===== src/rtl/pwm_steer_pkg.sv =====
package pwm_steer_pkg;
    localparam int NUM_PINS  = 4;
    localparam int DLY_W     = 7;
    localparam int ADDR_W    = 3;
    localparam int DATA_W    = 8;

    localparam logic [ADDR_W-1:0] A_CTRL  = 3'd0;
    localparam logic [ADDR_W-1:0] A_STEER = 3'd1;
    localparam logic [ADDR_W-1:0] A_DBAND = 3'd2;
    localparam logic [ADDR_W-1:0] A_PORT  = 3'd3;
    localparam logic [ADDR_W-1:0] A_CLEAR = 3'd4;

    typedef enum logic [1:0] {SS_IDLE, SS_WAIT_TICK, SS_WAIT_PERIOD} steer_state_t;
    typedef enum logic [1:0] {SD_RUN, SD_HOLD, SD_LATCH} sd_state_t;
    typedef enum logic [1:0] {DB_IDLE, DB_COUNT, DB_ON} db_state_t;
endpackage


===== src/rtl/steer_sync_fsm.sv =====
module steer_sync_fsm
    import pwm_steer_pkg::*;
#(
    parameter int                 N_PINS     = 4,
    parameter logic [N_PINS-1:0]  RESET_MASK = 4'b0001
) (
    input  logic              clk,
    input  logic              rst_n,
    input  logic              tick,
    input  logic              period_start,
    input  logic              wr_steer,
    input  logic [N_PINS-1:0] wr_mask,
    input  logic              wr_sync,
    output logic [N_PINS-1:0] steer_act
);
    steer_state_t      state, state_n;
    logic [N_PINS-1:0] shadow;
    logic              load;

    always_comb begin
        state_n = state;
        load    = 1'b0;
        if (wr_steer) begin
            state_n = wr_sync ? SS_WAIT_PERIOD : SS_WAIT_TICK;
        end else begin
            unique case (state)
                SS_IDLE:        state_n = SS_IDLE;
                SS_WAIT_TICK:   if (tick)         begin state_n = SS_IDLE; load = 1'b1; end
                SS_WAIT_PERIOD: if (period_start) begin state_n = SS_IDLE; load = 1'b1; end
                default:        state_n = SS_IDLE;
            endcase
        end
    end

    always_ff @(posedge clk) begin
        if (!rst_n) state <= SS_IDLE;
        else        state <= state_n;
    end

    always_ff @(posedge clk) begin
        if (!rst_n) begin
            shadow    <= RESET_MASK;
            steer_act <= RESET_MASK;
        end else begin
            if (wr_steer) shadow    <= wr_mask;
            if (load)     steer_act <= shadow;
        end
    end


    hold_for_period_chk: assert property (@(posedge clk) disable iff (!rst_n)
        (state == SS_WAIT_PERIOD && !period_start && !wr_steer) |=> $stable(steer_act));
endmodule


===== src/rtl/shutdown_fsm.sv =====
module shutdown_fsm
    import pwm_steer_pkg::*;
(
    input  logic clk,
    input  logic rst_n,
    input  logic evt,
    input  logic restart_en,
    input  logic clr,
    output logic sd_flag
);
    sd_state_t state, state_n;

    always_comb begin
        state_n = state;
        unique case (state)
            SD_RUN:   if (evt) state_n = SD_HOLD;
            SD_HOLD:  if (!evt) state_n = restart_en ? SD_RUN : SD_LATCH;
            SD_LATCH: if (evt) state_n = SD_HOLD;
                      else if (clr) state_n = SD_RUN;
            default:  state_n = SD_RUN;
        endcase
    end

    always_ff @(posedge clk) begin
        if (!rst_n) state <= SD_RUN;
        else        state <= state_n;
    end

    always_comb sd_flag = (state != SD_RUN);


    evt_enter_chk: assert property (@(posedge clk) disable iff (!rst_n)
        evt |=> sd_flag);

    auto_restart_chk: assert property (@(posedge clk) disable iff (!rst_n)
        (restart_en && state == SD_HOLD && !evt) |=> !sd_flag);

    latched_hold_chk: assert property (@(posedge clk) disable iff (!rst_n)
        (state == SD_LATCH && !evt && !clr) |=> sd_flag);
endmodule


===== src/rtl/deadband_delay.sv =====
module deadband_delay
    import pwm_steer_pkg::*;
#(
    parameter int CNT_W = 7,
    parameter int PRE_W = 2
) (
    input  logic             clk,
    input  logic             rst_n,
    input  logic             pwm_in,
    input  logic [CNT_W-1:0] dly,
    output logic             pwm_out
);
    localparam logic [PRE_W-1:0] PRE_LAST = {PRE_W{1'b1}};
    localparam logic [CNT_W-1:0] CNT_ONE  = CNT_W'(1);

    db_state_t        state, state_n;
    logic [CNT_W-1:0] cnt, cnt_n;
    logic [PRE_W-1:0] pre, pre_n;

    always_comb begin
        state_n = state;
        cnt_n   = cnt;
        pre_n   = pre;
        unique case (state)
            DB_IDLE: if (pwm_in) begin
                state_n = (dly == '0) ? DB_ON : DB_COUNT;
                cnt_n   = dly;
                pre_n   = PRE_W'(1);
            end
            DB_COUNT: if (!pwm_in) begin
                state_n = DB_IDLE;
            end else begin
                pre_n = pre + PRE_W'(1);
                if (pre == PRE_LAST) begin
                    if (cnt == CNT_ONE) state_n = DB_ON;
                    else                cnt_n   = cnt - CNT_ONE;
                end
            end
            DB_ON:   if (!pwm_in) state_n = DB_IDLE;
            default: state_n = DB_IDLE;
        endcase
    end

    always_ff @(posedge clk) begin
        if (!rst_n) begin
            state <= DB_IDLE;
            cnt   <= '0;
            pre   <= '0;
        end else begin
            state <= state_n;
            cnt   <= cnt_n;
            pre   <= pre_n;
        end
    end

    always_comb pwm_out = pwm_in & ((state == DB_ON) | ((state == DB_IDLE) & (dly == '0)));


    rise_held_chk: assert property (@(posedge clk) disable iff (!rst_n)
        (dly != '0 && $rose(pwm_in)) |-> !pwm_out);

    count_nonzero_chk: assert property (@(posedge clk) disable iff (!rst_n)
        (state == DB_COUNT) |-> (cnt != '0));
endmodule


===== src/rtl/pwm_steer_unit.sv =====
module pwm_steer_unit
    import pwm_steer_pkg::*;
(
    input  logic                clk,
    input  logic                rst_n,
    input  logic                tick,
    input  logic                wr_en,
    input  logic [ADDR_W-1:0]   wr_addr,
    input  logic [DATA_W-1:0]   wr_data,
    input  logic                pwm_in,
    input  logic                period_start,
    input  logic                shutdown_evt,
    output logic [NUM_PINS-1:0] pin_out
);
    logic [3:0]          mode_q;
    logic [1:0]          cfg_q;
    logic [DLY_W-1:0]    dly_q;
    logic                restart_q;
    logic [NUM_PINS-1:0] port_q;
    logic [NUM_PINS-1:0] steer_act;
    logic                sd_flag, pwm_dly, pwm_live, steer_on;

    always_ff @(posedge clk) begin
        if (!rst_n) begin
            mode_q    <= '0;
            cfg_q     <= '0;
            dly_q     <= '0;
            restart_q <= 1'b0;
            port_q    <= '0;
        end else if (wr_en) begin
            unique case (wr_addr)
                A_CTRL:  begin mode_q <= wr_data[3:0]; cfg_q <= wr_data[5:4]; end
                A_DBAND: begin dly_q <= wr_data[DLY_W-1:0]; restart_q <= wr_data[7]; end
                A_PORT:  port_q <= wr_data[NUM_PINS-1:0];
                default: ;
            endcase
        end
    end

    steer_sync_fsm #(.N_PINS(NUM_PINS), .RESET_MASK(4'b0001)) u_steer (
        .clk(clk), .rst_n(rst_n), .tick(tick), .period_start(period_start),
        .wr_steer(wr_en && wr_addr == A_STEER), .wr_mask(wr_data[NUM_PINS-1:0]),
        .wr_sync(wr_data[4]), .steer_act(steer_act));

    shutdown_fsm u_sd (
        .clk(clk), .rst_n(rst_n), .evt(shutdown_evt), .restart_en(restart_q),
        .clr(wr_en && wr_addr == A_CLEAR), .sd_flag(sd_flag));

    deadband_delay #(.CNT_W(DLY_W), .PRE_W(2)) u_db (
        .clk(clk), .rst_n(rst_n), .pwm_in(pwm_in), .dly(dly_q), .pwm_out(pwm_dly));

    always_comb begin
        steer_on = (mode_q[3:2] == 2'b11) && (cfg_q == 2'b00);
        pwm_live = pwm_dly & ~sd_flag;
    end

    for (genvar i = 0; i < NUM_PINS; i++) begin : g_pin
        logic low_act;
        assign low_act    = (i % 2 == 0) ? mode_q[1] : mode_q[0];
        assign pin_out[i] = (steer_on & steer_act[i]) ? (pwm_live ^ low_act) : port_q[i];


        sd_level_chk: assert property (@(posedge clk) disable iff (!rst_n)
            (sd_flag && steer_on && steer_act[i]) |-> (pin_out[i] == low_act));
    end
endmodule


===== config.mk =====
export PLATFORM = sky130hd
export DESIGN_NAME = pwm_steer_unit
export DESIGN_NICKNAME = d
export VERILOG_FILES = /design/src/rtl/pwm_steer_pkg.sv /design/src/rtl/steer_sync_fsm.sv /design/src/rtl/shutdown_fsm.sv /design/src/rtl/deadband_delay.sv /design/src/rtl/pwm_steer_unit.sv
export SDC_FILE = /design/constraint.sdc
export NUM_CORES = 1
export LEC_CHECK = 0
export CORE_MARGIN = 5
export CORE_UTILIZATION = 24
export CTS_CLUSTER_DIAMETER = 60
export DETAILED_ROUTE_END_ITERATION = 10
export DONT_BUFFER_PORTS = 1
export HOLD_SLACK_MARGIN = 0.08
export PLACE_DENSITY_LB_ADDON = 0.3
export SYNTH_ARGS = -nofsm -noshare
export SYNTH_HDL_FRONTEND = slang
export SYNTH_SLANG_ARGS = --single-unit

===== constraint.sdc =====
create_clock -name clk -period 1.5 [get_ports clk]
set_clock_uncertainty 0.05 [all_clocks]
set_input_delay 0.225 -clock clk [delete_from_list [all_inputs] [get_ports clk]]
set_output_delay 0.225 -clock clk [all_outputs]
set_load 0.03 [all_outputs]

Word level (Yosys, flattened, before mapping). Index checks and enable logic that the tools add are counted.

Bits of input ports: 18. Register bits after elaboration: 41. Logic and storage cells: 102. Output and inout port bits: 4.

Add/subtract/negate cells: 2. Mux-type cells: 34. Bitwise gates (word level): 11. Reduce and logical (&&, ||, !) cells: 18. Equality and inequality tests: 25.

Operator list (count): $mux 2 (17); $mux 7 (4); $ne 3x2->1 const B (5); $pmux 7 s2 (1); $ne 2x2->1 const B (6); $pmux 2 s3 (2); $eq 2x2->1 const B (5); $pmux 2 s2 (2); $reduce_and 2->1 (4); $and 1x1->1 (7); $eq 7x1->1 const B (1); $logic_not 7->1 (1); $mux 1 (7); $sub 7x1->7 const B (1); $eq 2x1->1 const B (3); $eq 3x2->1 const B (2); $logic_not 2->1 (3); $reduce_and 3->1 (2); $reduce_and 5->1 (1); $reduce_and 4->1 (1); $reduce_bool 2->1 (2); $eq 3x1->1 const B (1); $eq 3x3->1 const B (1); $logic_and 1x1->1 (3); 7 further kinds (8).

Logic depth before layout (Yosys ltp).
Word-level depth: 7. Gate-level depth with buffers: 7. Depth with buffers taken out: 6.

Cells and area by module. Synthesis repeated with hierarchy kept, for this count alone.

Cells, all modules: 229. Area, all modules: 2089.5 um2.

By module, submodules not included: pwm_steer_unit (times used 1, sequential area each 360.3 um2, area an instance 818.3 um2, cells an instance 79); deadband_delay (times used 1, sequential area each 220.2 um2, area an instance 710.7 um2, cells an instance 93); steer_sync_fsm (times used 1, sequential area each 200.2 um2, area an instance 476.7 um2, cells an instance 48); shutdown_fsm (times used 1, sequential area each 40.0 um2, area an instance 83.8 um2, cells an instance 9).

Worst setup path after synthesis. OpenSTA, ideal clock, no wires.

Path type: flip-flop to output port. From: register u_sd.state[0]. To: output port pin_out[0]. Arrival: 1.815 ns. Cell stages (with the launch flop): 4. Setup slack: -0.590 ns. Path buffers: 0. Required time: 1.225 ns. Cells stage by stage: dfxtp_1 > or4b_4 > or3_1 > a31oi_1.

Word-level cells in the longest chain between the ends: 5.

Ends and longest elaborated chain: start: declaration (line shutdown_fsm.sv:11) `sd_state_t state, state_n;`; start signal: assignment (line shutdown_fsm.sv:26) `else state <= state_n;`; $reduce_bool 2->1 (line shutdown_fsm.sv:29) `always_comb sd_flag = (state != SD_RUN);`; $not 1->1 (line pwm_steer_unit.sv:54) `pwm_live = pwm_dly & ~sd_flag;`; $and 1x1->1 (line pwm_steer_unit.sv:54); $xor 1x1->1 (line pwm_steer_unit.sv:60) `assign pin_out[i] = (steer_on & steer_act[i]) ? (pwm_live ^ low_act) : port_q[i];`; $mux 1 (line pwm_steer_unit.sv:60); end: declaration (line pwm_steer_unit.sv:13) `output logic [NUM_PINS-1:0] pin_out`.

Every way passes these cells.

Worst setup path after layout.
From: register u_db.state[0]. To: output port pin_out[1].

Word-level cells in the longest chain between the ends: 7.

Ends and longest elaborated chain: start: declaration (line deadband_delay.sv:16) `db_state_t state, state_n;`; start signal: assignment (line deadband_delay.sv:50) `state <= state_n;`; $logic_not 2->1 (line deadband_delay.sv:56) `always_comb pwm_out = pwm_in & ((state == DB_ON) | ((state == DB_IDLE) & (dly == '0)));`; $and 1x1->1 (line deadband_delay.sv:56); $or 1x1->1 (*) (line deadband_delay.sv:56); $and 1x1->1 (*) (line deadband_delay.sv:56); $and 1x1->1 (*) (line pwm_steer_unit.sv:54); $xor 1x1->1 (*) (line pwm_steer_unit.sv:60); $mux 1 (*) (line pwm_steer_unit.sv:60).

Every way passes the cells marked *; elsewhere a longest branch is shown, timed or not.

==> results.sh <==
export IMPL_clockRootBuffer="clkbuf_8"
export IMPL_grt_pass1_vias=1752
export IMPL_cap_violations=0
export IMPL_p_int_mw=1.66
export IMPL_period_needed_ns=2.14
export IMPL_io_pins=22
export IMPL_min_path_type="input port to flop"
export IMPL_hold_depth=3
export IMPL_reg2reg_depth=7
export IMPL_timing_rr_end="u_db.cnt[3]"
export IMPL_netSwitchingFraction_pct=24.9
export IMPL_power_frac_comb_pct=14.2
export IMPL_avgSynthCellArea_um2=9.21
export IMPL_ys_async_sr_fraction_pct=0
export IMPL_power_leakage_nw=0.992
export IMPL_clock_latency_ns=0.29
export IMPL_peakVddDrop_uv=319
export IMPL_htree_levels=2
export IMPL_holdWs_ns=0.0917
export IMPL_ys_types=36
export IMPL_critPathTopFamily="simple AND/OR/NAND/NOR gates"
export IMPL_cts_buffers=5
export IMPL_slew_violations=0
export IMPL_syn_to_final_growth_pct=38.8
export IMPL_tightestPinTransition_ns=0.400
export IMPL_viasPerCell=4.53
export IMPL_netlist_instances=223
export IMPL_max_stage_delay_ns=0.54
export IMPL_area_sequential_um2=827
export IMPL_setup_viol=10
export IMPL_crit_path_end_kind="output port"
export IMPL_ys_warn_count=0
export IMPL_antenna_found_initial=0
export IMPL_syn_nets=246
export IMPL_ys_top_cells_by_count="dfxtp_1 (41), nor2b_1 (29), mux2i_1 (27)"
export IMPL_p_total_mw=2.21
export IMPL_hpwlAfterDp_um=3650
export IMPL_crit_cells=3
export IMPL_pre_cts_slack_ns=-0.373
export IMPL_fin_nets=293
export IMPL_hold_viol=0
export IMPL_portBuffers=0
export IMPL_fp_dieArea_um2=10500
export IMPL_die_h_um=102
export IMPL_cp_max_fo=3
export IMPL_min_to="u_steer.state[0]"
export IMPL_core_region_area_um2=8260
export IMPL_path_clk_slew_ns=0.08
export IMPL_dr_total_vias=1703
export IMPL_min_from="wr_data[4]"
export IMPL_placedCellCount=353
export IMPL_track_usage_pct=10.3
export IMPL_setup_tns_ns=-3.16
export IMPL_drc=0
export IMPL_cp_cell_sequence="or4b_4, or3_4, a31oi_4"
export IMPL_worst_slack_ns=-0.637
export IMPL_wl_um=5010
export IMPL_reg2reg_from="u_db.cnt[1]"
export IMPL_ys_ff_latch=41
export IMPL_rsz0062_at_grt="true"
export IMPL_grt_pass1_wl_um=8510
export IMPL_antenna_cells=0
export IMPL_stdcell_count=376
export IMPL_cp_num_buf_inv=0
export IMPL_cp_required_ns=1.22
export IMPL_multi_input_area_um2=1320
export IMPL_grt_remaining_overflow=0
export IMPL_place_gp_congestion=0.719
export IMPL_clockPowerShare_pct=34.6
export IMPL_worst_ep_arrival_time_ns=1.86
export IMPL_rows=33
export IMPL_synthFlopType="dfxtp_1"
export IMPL_cts_buffer_depth=2
export IMPL_synth_top_area_share_pct=40.0
export IMPL_cts_tree="built"
export IMPL_ys_seq_area_share_pct=40.0
export IMPL_start_util_pct=24.9
export IMPL_worst_path_max_delay_cell="or4b_4"
export IMPL_synth_edf_count=0
export IMPL_ff2ff_setup_slack_ns=-0.12
export IMPL_yosys_top_cells_area="dfxtp_1 (40%), mux2i_1 (13%), nor2b_1 (8.8%)"
export IMPL_start_kind="flop"
export IMPL_grt_max_degree=41
export IMPL_post_drt_wl_per_cell_um=13.3
export IMPL_die_w_um=102
export IMPL_synthMostInstantiatedCell="dfxtp_1"
export IMPL_drt_iter0_markers=66
export IMPL_slew_headroom_pct=72.9
export IMPL_crit_type="flop to output port"
export IMPL_drive_gt1_share_pct=27.3
export IMPL_violations="negative setup slack"
export IMPL_period_share_pct=142
export IMPL_antenna_left=0
export IMPL_power_density_nw_per_um2=775
export IMPL_status="complete, but fails checks"
export IMPL_fmax_mhz=468
export IMPL_seq_power_share_pct=51.2
export IMPL_first_pass_iters=5
export IMPL_fillCellCount=850
export IMPL_clock_sinks=41
export IMPL_synth_area_um2=2050
export IMPL_synth_top_area_cell="dfxtp_1"
export IMPL_power_switching_mw=0.549
routing by layer:
layer	global-route usage [%]	up-vias	wire length [µm]
met5	0	-	0
met4	3.03	0	35
met3	2.10	5	172
met2	17.7	21	2440
met1	12.9	795	2360
li1	-	882	-
worst max path at each step:
stage                     slack (ns)          start          to
final                          -0.64  u_db.state[0]  pin_out[1]
after global placement         -0.36  u_db.state[0]  pin_out[0]
after global routing           -0.69  u_db.state[0]  pin_out[3]
after CTS                      -0.66  u_db.state[0]  pin_out[1]
after detailed placement       -0.37  u_db.state[0]  pin_out[0]
after floorplan                -0.34  u_sd.state[0]  pin_out[0]
state kept, by name, indices dropped and copies added (netlist names):
name               cells
u_db.pre               2
port_q                 4
u_db.cnt               7
u_sd.state             2
u_steer.shadow         4
mode_q                 4
cfg_q                  2
u_steer.state          2
u_steer.steer_act      4
restart_q              1
dly_q                  7
u_db.state             2
through the flow:
stage                     utilization, %  cell area, µm²
after detailed placement            30.3            2500
after floorplan                        -            2130
after global placement              30.3            2500
final                               34.5            2850
after global routing                34.5            2850
after CTS                           34.0            2810
what timing repair did:
action                                  CTS  global route
gates cloned                              1             0
pin swaps                                 7             5
setup buffers                             3             0
endpoints found under the setup margin   10            14
resized for setup                         9             9
hold endpoints to repair                 41             0
hold buffers                             12             0
layout make-up:
type	instances	share of cell area (%)
Sequential cell	41	29.0
Clock inverter	2	0.483
Timing Repair Buffer	50	15.7
Multi-Input combinational cell	164	46.2
Clock buffer	6	2.90
Inverter	8	1.05
Tap cell	105	4.61
worst reg2reg max path: cells and delay by family, from the launching register on:
family	cells	cell delay, ns
AOI/OAI and AO/OA	3	0.69
DFF	1	0.33
buffers and inverters	2	0.21
adders and majority gates	1	0.15
and+or+nand+nor	1	0.14
placed cells by master (no fill, tap or decap), types with 2 or more instances in the layout:
master         netlist  routed
a21oi_1              7       7
nor3_1               3       3
ha_4                 0       2
nand3_1              4       4
o21ai_1              0       3
a31oi_1              6       2
nand2b_1             4       4
a22oi_1              3       3
a21boi_1             5       5
a21o_1               5       5
o21ai_0              8       3
dfxtp_2              0       5
a31oi_4              0       4
nor2_1              13      12
buf_12               0       2
dfxtp_1             41      36
nand4_1              4       4
nand2_1             14      14
nor4bb_2             0       3
nor2b_1             29      29
nor4_1               3       2
buf_4                0      36
dlygate4sd3_1        0      11
ha_1                 5       3
or3_4                0       2
clkbuf_8             0       6
mux2i_1             27      27
and2_1               3       3
inv_1                8       7
logic make-up (layout without fill, tap and decap cells):
| group | after synthesis | count (layout) | synth area share (%) |
|---|---|---|---|
| multiplexers | 27 | 27 | 13.2 |
| flip-flops | 41 | 41 | 40.0 |
| AO/OA/AOI/OAI | 41 | 41 | 13.2 |
| AND/OR/NAND/NOR | 91 | 91 | 27.1 |
| buffers and inverters | 18 | 66 | 3.53 |
| adder cells (fa/ha/maj) | 5 | 5 | 3.05 |
power groups by stage:
| stage | logic, mW | registers (mW) | clock network [mW] |
|---|---|---|---|
| after floorplan | 0.168 | 1.15 | 0 |
| after global placement | 0.234 | 1.15 | 0 |
| after detailed placement | 0.236 | 1.15 | 0 |
| after CTS | 0.312 | 1.13 | 0.806 |
| after global routing | 0.344 | 1.14 | 0.855 |
| final | 0.313 | 1.13 | 0.765 |
Note: power is estimated with default switching activity, not from simulation.
